`src/rtl/fsk_out_pkg.sv`:
```
package fsk_out_pkg;

   typedef enum logic [1:0] {
      RX_IDLE  = 2'd0,
      RX_START = 2'd1,
      RX_DATA  = 2'd2,
      RX_STOP  = 2'd3
   } rx_state_e;

endpackage

```
`src/rtl/fsk_sync.sv`:
```
module fsk_sync #(
   parameter int   STAGES  = 2,
   parameter logic RST_VAL = 1'b1
) (
   input  logic clk,
   input  logic rst_n,
   input  logic d,
   output logic q
);

   generate
      if (STAGES < 2) begin : g_bad_stages
         $error("fsk_sync: STAGES must be at least 2");
      end
   endgenerate

   logic [STAGES-1:0] chain;

   always_ff @(posedge clk or negedge rst_n) begin
      if (!rst_n) chain <= {STAGES{RST_VAL}};
      else        chain <= {chain[STAGES-2:0], d};
   end

   assign q = chain[STAGES-1];

endmodule

```
`src/rtl/fsk_char_rx.sv`:
```
module fsk_char_rx
   import fsk_out_pkg::*;
#(
   parameter int CLKS_PER_BIT = 2983,
   parameter int DATA_BITS    = 8,
   parameter bit LSB_FIRST    = 1'b1
) (
   input  logic                 clk,
   input  logic                 rst_n,
   input  logic                 rx_en,
   input  logic                 rx_bit,
   output logic                 byte_valid,
   output logic [DATA_BITS-1:0] byte_data
);

   localparam int CW   = $clog2(CLKS_PER_BIT);
   localparam int BW   = $clog2(DATA_BITS);
   localparam logic [CW-1:0] HALF_CNT = CW'((CLKS_PER_BIT - 1) / 2);
   localparam logic [CW-1:0] FULL_CNT = CW'(CLKS_PER_BIT - 1);
   localparam logic [BW-1:0] LAST_BIT = BW'(DATA_BITS - 1);

   generate
      if (CLKS_PER_BIT < 4) begin : g_bad_cpb
         $error("fsk_char_rx: CLKS_PER_BIT must be at least 4");
      end
      if (DATA_BITS < 2) begin : g_bad_bits
         $error("fsk_char_rx: DATA_BITS must be at least 2");
      end
   endgenerate

   rx_state_e            state;
   logic [CW-1:0]        tick_cnt;
   logic [BW-1:0]        bit_idx;
   logic [DATA_BITS-1:0] shreg;
   logic [DATA_BITS-1:0] shreg_next;
   logic                 prev_bit;

   generate
      if (LSB_FIRST) begin : g_lsb_first
         assign shreg_next = {rx_bit, shreg[DATA_BITS-1:1]};
      end else begin : g_msb_first
         assign shreg_next = {shreg[DATA_BITS-2:0], rx_bit};
      end
   endgenerate

   always_ff @(posedge clk or negedge rst_n) begin
      if (!rst_n) begin
         state      <= RX_IDLE;
         tick_cnt   <= '0;
         bit_idx    <= '0;
         shreg      <= '0;
         prev_bit   <= 1'b1;
         byte_valid <= 1'b0;
         byte_data  <= '0;
      end else begin
         byte_valid <= 1'b0;
         if (!rx_en) begin
            state    <= RX_IDLE;
            tick_cnt <= '0;
            bit_idx  <= '0;
            prev_bit <= 1'b1;
         end else begin
            prev_bit <= rx_bit;
            unique case (state)
               RX_IDLE: begin
                  tick_cnt <= '0;
                  bit_idx  <= '0;
                  if (prev_bit && !rx_bit) state <= RX_START;
               end
               RX_START: begin
                  if (tick_cnt == HALF_CNT) begin
                     tick_cnt <= '0;
                     state    <= rx_bit ? RX_IDLE : RX_DATA;
                  end else begin
                     tick_cnt <= tick_cnt + 1'b1;
                  end
               end
               RX_DATA: begin
                  if (tick_cnt == FULL_CNT) begin
                     tick_cnt <= '0;
                     shreg    <= shreg_next;
                     if (bit_idx == LAST_BIT) state <= RX_STOP;
                     else                     bit_idx <= bit_idx + 1'b1;
                  end else begin
                     tick_cnt <= tick_cnt + 1'b1;
                  end
               end
               RX_STOP: begin
                  if (tick_cnt == FULL_CNT) begin
                     tick_cnt   <= '0;
                     state      <= RX_IDLE;
                     byte_valid <= rx_bit;
                     byte_data  <= shreg;
                  end else begin
                     tick_cnt <= tick_cnt + 1'b1;
                  end
               end
               default: state <= RX_IDLE;
            endcase
         end
      end
   end

   AST_RX_PARKED_WHEN_OFF: assert property (@(posedge clk) disable iff (!rst_n)
      !rx_en |=> (state == RX_IDLE && !byte_valid));

   AST_VALID_NEEDS_STOP: assert property (@(posedge clk) disable iff (!rst_n)
      byte_valid |-> ($past(state) == RX_STOP && $past(rx_bit)));

endmodule

```
`src/rtl/fsk_host_shift.sv`:
```
module fsk_host_shift #(
   parameter int DATA_BITS = 8,
   parameter bit LSB_FIRST = 1'b1
) (
   input  logic                 clk,
   input  logic                 rst_n,
   input  logic                 active,
   input  logic                 load,
   input  logic [DATA_BITS-1:0] load_data,
   input  logic                 host_rise,
   output logic                 bit_out,
   output logic                 ready_n
);

   localparam int CNTW = $clog2(DATA_BITS + 1);
   localparam int IDXW = $clog2(DATA_BITS);
   localparam logic [CNTW-1:0] LAST_EDGE = CNTW'(DATA_BITS - 1);

   logic [DATA_BITS-1:0] held;
   logic [CNTW-1:0]      edge_cnt;
   logic [IDXW-1:0]      idx;
   logic [IDXW-1:0]      sel;

   assign idx = edge_cnt[IDXW-1:0];

   generate
      if (LSB_FIRST) begin : g_lsb_order
         assign sel = idx;
      end else begin : g_msb_order
         assign sel = IDXW'(DATA_BITS - 1) - idx;
      end
   endgenerate

   always_ff @(posedge clk or negedge rst_n) begin
      if (!rst_n) begin
         held     <= '0;
         edge_cnt <= '0;
         bit_out  <= 1'b1;
         ready_n  <= 1'b1;
      end else if (!active) begin
         held     <= '0;
         edge_cnt <= '0;
         bit_out  <= 1'b1;
         ready_n  <= 1'b1;
      end else if (load) begin
         held     <= load_data;
         edge_cnt <= '0;
         ready_n  <= 1'b0;
      end else if (host_rise && !ready_n) begin
         bit_out  <= held[sel];
         edge_cnt <= edge_cnt + 1'b1;
         if (edge_cnt == LAST_EDGE) ready_n <= 1'b1;
      end
   end

   AST_EDGE_CNT_BOUND: assert property (@(posedge clk) disable iff (!rst_n)
      edge_cnt <= CNTW'(DATA_BITS));

   AST_IDLE_HOLDS_BIT: assert property (@(posedge clk) disable iff (!rst_n)
      (active && ready_n && !load) |=> $stable(bit_out));

endmodule

```
`src/rtl/fsk_data_if.sv`:
```
module fsk_data_if #(
   parameter int CLKS_PER_BIT = 2983,
   parameter int DATA_BITS    = 8,
   parameter int SYNC_STAGES  = 2,
   parameter bit LSB_FIRST    = 1'b1
) (
   input  logic clk,
   input  logic rst_n,
   input  logic fsk_bit_in,
   input  logic carrier_n,
   input  logic fsk_en,
   input  logic pwdn,
   input  logic mode_sel,
   input  logic host_clk,
   output logic data_out,
   output logic ready_n
);

   logic                 bit_s;
   logic                 hclk_s;
   logic                 hclk_prev;
   logic                 host_rise;
   logic                 rx_en;
   logic                 pass_q;
   logic                 rx_valid;
   logic [DATA_BITS-1:0] rx_byte;
   logic                 shift_bit;
   logic                 framed_active;

   fsk_sync #(.STAGES(SYNC_STAGES), .RST_VAL(1'b1)) u_bit_sync (
      .clk   (clk),
      .rst_n (rst_n),
      .d     (fsk_bit_in),
      .q     (bit_s)
   );

   fsk_sync #(.STAGES(SYNC_STAGES), .RST_VAL(1'b0)) u_hclk_sync (
      .clk   (clk),
      .rst_n (rst_n),
      .d     (host_clk),
      .q     (hclk_s)
   );

   always_ff @(posedge clk or negedge rst_n) begin
      if (!rst_n) hclk_prev <= 1'b0;
      else        hclk_prev <= hclk_s;
   end

   assign host_rise     = hclk_s && !hclk_prev;
   assign rx_en         = fsk_en && !carrier_n && !pwdn;
   assign framed_active = mode_sel && !pwdn;

   always_ff @(posedge clk or negedge rst_n) begin
      if (!rst_n)      pass_q <= 1'b1;
      else if (rx_en)  pass_q <= bit_s;
      else             pass_q <= 1'b1;
   end

   fsk_char_rx #(
      .CLKS_PER_BIT (CLKS_PER_BIT),
      .DATA_BITS    (DATA_BITS),
      .LSB_FIRST    (LSB_FIRST)
   ) u_rx (
      .clk        (clk),
      .rst_n      (rst_n),
      .rx_en      (rx_en && mode_sel),
      .rx_bit     (bit_s),
      .byte_valid (rx_valid),
      .byte_data  (rx_byte)
   );

   fsk_host_shift #(
      .DATA_BITS (DATA_BITS),
      .LSB_FIRST (LSB_FIRST)
   ) u_shift (
      .clk       (clk),
      .rst_n     (rst_n),
      .active    (framed_active),
      .load      (rx_valid),
      .load_data (rx_byte),
      .host_rise (host_rise),
      .bit_out   (shift_bit),
      .ready_n   (ready_n)
   );

   assign data_out = mode_sel ? shift_bit : pass_q;

   AST_PWDN_OUTPUTS_IDLE: assert property (@(posedge clk) disable iff (!rst_n)
      pwdn |=> (ready_n && data_out));

   AST_MODE0_NO_READY: assert property (@(posedge clk) disable iff (!rst_n)
      !mode_sel |=> ready_n);

   AST_READY_FROM_FRAME: assert property (@(posedge clk) disable iff (!rst_n)
      $fell(ready_n) |-> $past(rx_valid));

   AST_GATED_PASS_HIGH: assert property (@(posedge clk) disable iff (!rst_n)
      (!fsk_en || carrier_n) |=> pass_q);

endmodule

```
`config.mk`:
```
export PLATFORM = sky130hd
export DESIGN_NAME = fsk_data_if
export DESIGN_NICKNAME = d
export VERILOG_FILES = /design/src/rtl/fsk_out_pkg.sv /design/src/rtl/fsk_sync.sv /design/src/rtl/fsk_char_rx.sv /design/src/rtl/fsk_host_shift.sv /design/src/rtl/fsk_data_if.sv
export SDC_FILE = /design/constraint.sdc
export NUM_CORES = 1
export LEC_CHECK = 0
export BUFFER_PORTS_ARGS = -buffer_cell sky130_fd_sc_hd__buf_2
export CAP_MARGIN = 20
export CELL_PAD_IN_SITES_DETAIL_PLACEMENT = 2
export CELL_PAD_IN_SITES_GLOBAL_PLACEMENT = 2
export CORE_MARGIN = 2
export CORE_UTILIZATION = 46
export DETAILED_ROUTE_END_ITERATION = 12
export PLACE_DENSITY_LB_ADDON = 0.1
export SYNTH_ARGS = -nofsm -noshare
export SYNTH_HDL_FRONTEND = slang
export SYNTH_SLANG_ARGS = --single-unit
export TNS_END_PERCENT = 10
```
`constraint.sdc`:
```
create_clock -name clk -period 5.06 [get_ports clk]
set_clock_uncertainty 0.15 [all_clocks]
set_input_delay 0.759 -clock clk [delete_from_list [all_inputs] [get_ports clk]]
set_output_delay 0.759 -clock clk [all_outputs]
set_load 0.05 [all_outputs]
```
Word level (Yosys, flattened, before mapping)
Index checks and enable logic that the tools add are counted.
{"block": "word_totals", "word_cells": 94, "ff_bits": 55, "out_inout_bits": 2}
{"block": "op_classes", "reduce_logical": 20, "muxes": 36, "eq_ne": 19, "add_sub_neg": 3, "order_cmp": 1}
{"cell": "12-bit two-way mux", "count": 3}
{"cell": "12-bit one-hot mux with 3 select lines", "count": 1}
{"cell": "3-bit inequality test (second input constant)", "count": 9}
{"cell": "8-bit two-way mux", "count": 2}
{"cell": "1-bit two-way mux", "count": 14}
{"cell": "2-bit two-way mux", "count": 7}
{"cell": "12-bit by 1-bit adder with 12-bit output (second input constant)", "count": 1}
{"cell": "12-bit by 11-bit == test with 1-bit output (second input constant)", "count": 1}
{"cell": "12-bit == test (second input constant)", "count": 1}
{"cell": "4-bit two-way mux", "count": 3}
{"cell": "3-bit two-way mux", "count": 3}
{"cell": "3-bit AND reduction", "count": 3}
{"cell": "2-bit one-hot mux with 4 select lines", "count": 1}
{"cell": "1-bit logical AND", "count": 7}
{"cell": "2-bit inequality test (second input constant)", "count": 3}
{"cell": "3-bit one-hot mux with 2 select lines", "count": 1}
{"cell": "1-bit logical NOT", "count": 5}
{"cell": "5-bit AND reduction", "count": 1}
{"cell": "4-bit by 1-bit adder with 4-bit output (second input constant)", "count": 1}
{"cell": "2-bit == test (second input constant)", "count": 2}
{"cell": "4-bit by 3-bit == test with 1-bit output (second input constant)", "count": 1}
{"cell": "3-bit by 4-bit < comparator with 1-bit output (second input constant)", "count": 1}
{"cell": "2-bit AND reduction", "count": 2}
{"cell": "3-bit by 1-bit adder with 3-bit output (second input constant)", "count": 1}
{"cell": "5 further kinds", "count": 5}

Depth between registers and ports, before layout
{"block": "logic_depth", "ltp_word": 6, "ltp_mapped": 7, "mapped_depth_nobuf": 6}

By module
A second synthesis with hierarchy kept.
{"block": "hier_totals", "cells_unflattened": 211, "area_unflattened_um2": 2622.5}
{"module": "fsk_char_rx", "seq_area_each_um2": 877.1, "cells_per_inst": 140, "area_each_um2": 1719.1, "n_inst": 1}
{"module": "fsk_host_shift", "seq_area_each_um2": 352.8, "cells_per_inst": 60, "area_each_um2": 700.7, "n_inst": 1}
{"module": "fsk_data_if", "seq_area_each_um2": 51.3, "cells_per_inst": 7, "area_each_um2": 100.1, "n_inst": 1}
{"module": "fsk_sync (u_bit_sync)", "seq_area_each_um2": 52.6, "cells_per_inst": 2, "area_each_um2": 52.6, "n_inst": 1}
{"module": "fsk_sync (u_hclk_sync)", "seq_area_each_um2": 50.0, "cells_per_inst": 2, "area_each_um2": 50.0, "n_inst": 1}

Least setup slack after synthesis
Ideal clock, no wire load.
{"block": "synth_path", "path_type": "in2reg", "from": "input port pwdn", "to": "register u_rx.shreg[0]", "slack_ns": 2.841, "required_ns": 4.785, "n_path_buf": 1, "setup_time_ns": 0.125, "cell_stages": 5, "arrival_time_ns": 1.943, "cell_sequence": "nand2b_1 nor3b_4 and4_1 buf_6 mux2_4"}
{"block": "synth_via", "elab_chain_len": 4}
{"element": "start: declaration", "line_no": "fsk_data_if.sv:12", "source": "input logic pwdn,"}
{"element": "1-bit logical NOT", "line_no": "fsk_data_if.sv:50", "source": "assign rx_en = fsk_en && !carrier_n && !pwdn;"}
{"element": "1-bit logical AND", "line_no": "fsk_data_if.sv:50"}
{"element": "1-bit logical AND", "line_no": "fsk_data_if.sv:66", "source": ".rx_en (rx_en && mode_sel),"}
{"element": "3-bit AND reduction (no line)"}
{"element": "end signal: assignment", "line_no": "fsk_char_rx.sv:81", "source": "shreg <= shreg_next;"}
{"element": "end: declaration", "line_no": "fsk_char_rx.sv:34", "source": "logic [DATA_BITS-1:0] shreg;"}
No other way between the ends.
A chain may end at the register's enable or synchronous reset.

Final worst setup path
{"block": "layout_path", "from": "input port pwdn", "to": "register u_rx.shreg[2]"}
Same word-level chain as after synthesis.

==> flow_summary_export.csv <==
group,metric,value,unit
worst_setup_path,critPathRequiredTime,5.13,ns
clock_tree,insertion_delay,0.32,ns
die,fp.dieW,78.7,µm
route,vias_per_cell,5.63,
job,maxCapViolations,0,
timing,tns,0,ns
worst_setup_path,worstPathMaxFanout,16,
die,num_rows,27,
timing,slew_headroom,0.401,
timing,fin_crit_sh,0.510,
placement,dp_hpwl,3900,µm
timing,fin_crit,2.58,ns
worst_setup_path,crit_type,"in2reg",
logic_synthesis,ys_types,50,
power_and_ir_drop,p_leak,0.00121,µW
grt,grt_max_degree,56,
clock_tree,cts_buffers,5,
worst_hold_path,hold_end,"u_hclk_sync.chain[1]",
worst_hold_path,hold_start,"u_hclk_sync.chain[0]",
die,core_area,5440,µm²
logic_synthesis,ys_seq_area_frac,0.538,
logic_synthesis,synth_warnings,0,
grt,grt-ovfl-total,0,
die,io_pins,10,
grt,grt_pass1_wl,9290,µm
clock_tree,post_cts_resized,0,
clock_tree,root_buffer,"clkbuf_8",
power_and_ir_drop,p_per_area,262,nW/µm²
timing,max_freq,388,MHz
placement,io_buffers,9,
worst_setup_path,start_kind,"input port",
clock_tree,clk_path_buf_depth,2,
outcome,status,"finished, final reports clean",
clock_tree,clk_pin_slew,0.11,ns
worst_hold_path,hp-class,"reg2reg",
route,vias,1582,
route,first_iter_violations,55,
worst_setup_path,reg2reg_depth,5,
route,drt_wl_total,5500,µm
route,drt_pass1_iterations,4,
worst_setup_path,rrSetupSlack,2.56,ns
cells_and_area,area_delta_synth_final,7.59,%
cells_and_area,final_nets,222,
die,fp.dieArea,6200,µm²
timing,holdWs,0.209,ns
route,drtAntennaViolNets,0,
die,die_y,78.7,µm
clock_tree,holdBufCountCts,0,
placement,finalWeightedCongestion,0.737,
worst_setup_path,endpoint_kind,"register",
worst_setup_path,arrival,2.65,ns
logic_synthesis,synth-edff-count,0,
cells_and_area,antenna_cells,0,
timing,grt_setup_unrepaired,"false",
timing,setup_viol,0,
clock_tree,cts_setup_buffers,0,
power_and_ir_drop,ir_worst_vdd,0.146,mV
clock_tree,cts.htree.levels,2,
worst_hold_path,hold_depth,0,
logic_synthesis,syn-cell-area,2570,µm²
timing,hold_violations,0,
clock_tree,cts_tree,"yes",
grt,track_usage,0.199,
logic_synthesis,async_flop_share,1.00,
timing,drv_slew,0,
logic_synthesis,ys.flop_type,"dfrtp_1",
grt,grt_pass1_vias,1790,
timing,tightest_slew,0.893,ns
route,wl_per_cell,19.6,µm
logic_synthesis,syn_inst,199,
grt,antenna_found_initial,0,
logic_synthesis,syn-mean-instance-area,12.9,µm²
cells_and_area,fill_cells,521,
logic_synthesis,yosys_register_bits,55,
cells_and_area,drive_above_1_share,0.254,
clock_tree,cts_num_sinks,55,
route,drc,0,
die,start_util,0.473,
worst_setup_path,r2r-end,"u_rx.tick_cnt[10]",
worst_setup_path,regToRegStartpoint,"u_rx.tick_cnt[0]",
logic_synthesis,synth_nets,213,
## state kept, by name, summed over array words and instances, names as in the netlist, 3 cells and up
signal / flops
u_rx.bit_idx: 3
u_rx.byte_data: 8
u_rx.shreg: 8
u_rx.tick_cnt: 12
u_shift.edge_cnt: 4
u_shift.held: 8
## placed cells by master, fill, tap and decap left out, types with 3 or more instances in the layout
cell      netlist  layout
clkbuf_8        0       5
xor2_1         10      10
mux2_2          9       9
mux2_4          8       8
nand3_1         5       5
nand3b_1        3       3
ha_1            6       6
dfrtp_1        49      49
nor3_1          4       4
dfstp_2         6       6
nor2_1         23      23
a31oi_1         3       3
inv_1           4       4
nand4_1         6       6
buf_2           2       9
mux2i_1        10      10
nand2_1         7       7
xnor2_1         3       3
and4_1          3       3
## cells by family after synthesis
| kind of cell | after synthesis | share of synthesized area |
|---|---|---|
| simple gates | 70 | 0.184 |
| flops | 55 | 0.538 |
| mux | 29 | 0.143 |
| compound gates | 14 | 0.0394 |
| xor+xnor | 13 | 0.0443 |
| buf+inv | 12 | 0.0219 |
| fa+ha+maj | 6 | 0.0292 |
## final cells by class
class,count,area (µm²),share of cell area
flip-flops and latches,55,1380,0.500
inverters,4,15.0,0.00543
repair buffers,10,52.6,0.0190
clock inverters,3,25.0,0.00905
multi-input cells,132,1130,0.409
clock buffers,5,68.8,0.0249
well taps,72,90.1,0.0326
## synthesized netlist by cell type, types with 2 or more instances
| cell type | n | share of area |
|---|---|---|
| a21oi_1 | 2 | 0.0039 |
| a31oi_1 | 3 | 0.0073 |
| and4_1 | 3 | 0.010 |
| buf_2 | 2 | 0.0039 |
| clkbuf_1 | 4 | 0.0058 |
| dfrtp_1 | 49 | 0.48 |
| dfstp_2 | 6 | 0.061 |
| ha_1 | 6 | 0.029 |
| inv_1 | 4 | 0.0058 |
| mux2_2 | 9 | 0.039 |
| mux2_4 | 8 | 0.047 |
| mux2i_1 | 10 | 0.039 |
| mux4_2 | 2 | 0.018 |
| nand2_1 | 7 | 0.010 |
| nand2b_1 | 2 | 0.0049 |
| nand3_1 | 5 | 0.0097 |
| nand3b_1 | 3 | 0.0088 |
| nand4_1 | 6 | 0.015 |
| nor2_1 | 23 | 0.034 |
| nor3_1 | 4 | 0.0078 |
| xnor2_1 | 3 | 0.010 |
| xor2_1 | 10 | 0.034 |
## per-layer routing
metal	global-route usage	up-vias	wire length, µm
met5	0	-	0
met1	0.266	828	2480
met2	0.320	21	2750
li1	-	727	-
met4	0.0632	0	70
met3	0.0523	6	198
## critical path: stages
cell and delay (ns):
buf_2 0.10, nand2b_1 0.44, nor3b_4 0.41, and4_1 0.59, mux2_4 0.35
## worst max-delay path by stage
| stage | from | to | slack [ns] | cells after the start |
|---|---|---|---|---|
| after floorplan | pwdn | u_rx.shreg[0] | 2.84 | 5 |
| after global placement | pwdn | u_rx.shreg[1] | 2.22 | 5 |
| after detailed placement | pwdn | u_rx.shreg[5] | 2.10 | 5 |
| after CTS | pwdn | u_rx.shreg[2] | 2.45 | 5 |
| after global routing | u_rx.tick_cnt[0] | u_rx.tick_cnt[6] | 2.26 | 5 |
| final | pwdn | u_rx.shreg[2] | 2.48 | 5 |
## power breakdown
group	total (µW)	switching, µW	internal (µW)	leakage [µW]
registers	445	2.03	443	0.000741
logic	19.6	14.6	5.02	0.000425
clock network	260	159	101	0.0000452
total	725	175	549	0.00121
## per-stage QoR
| stage | area (µm²) | setup slack (ns) | util | std cells | total power [µW] |
|---|---|---|---|---|---|
| after floorplan | 2570 | 2.84 | - | 199 | 458 |
| after global placement | 2670 | 2.22 | 0.491 | 273 | 472 |
| after detailed placement | 2670 | 2.10 | 0.491 | 273 | 474 |
| after CTS | 2770 | 2.45 | 0.508 | 281 | 735 |
| after global routing | 2770 | 2.26 | 0.508 | 281 | 755 |
| final | 2770 | 2.48 | 0.508 | 281 | 725 |
No activity file was read; power rests on OpenSTA's default activity.
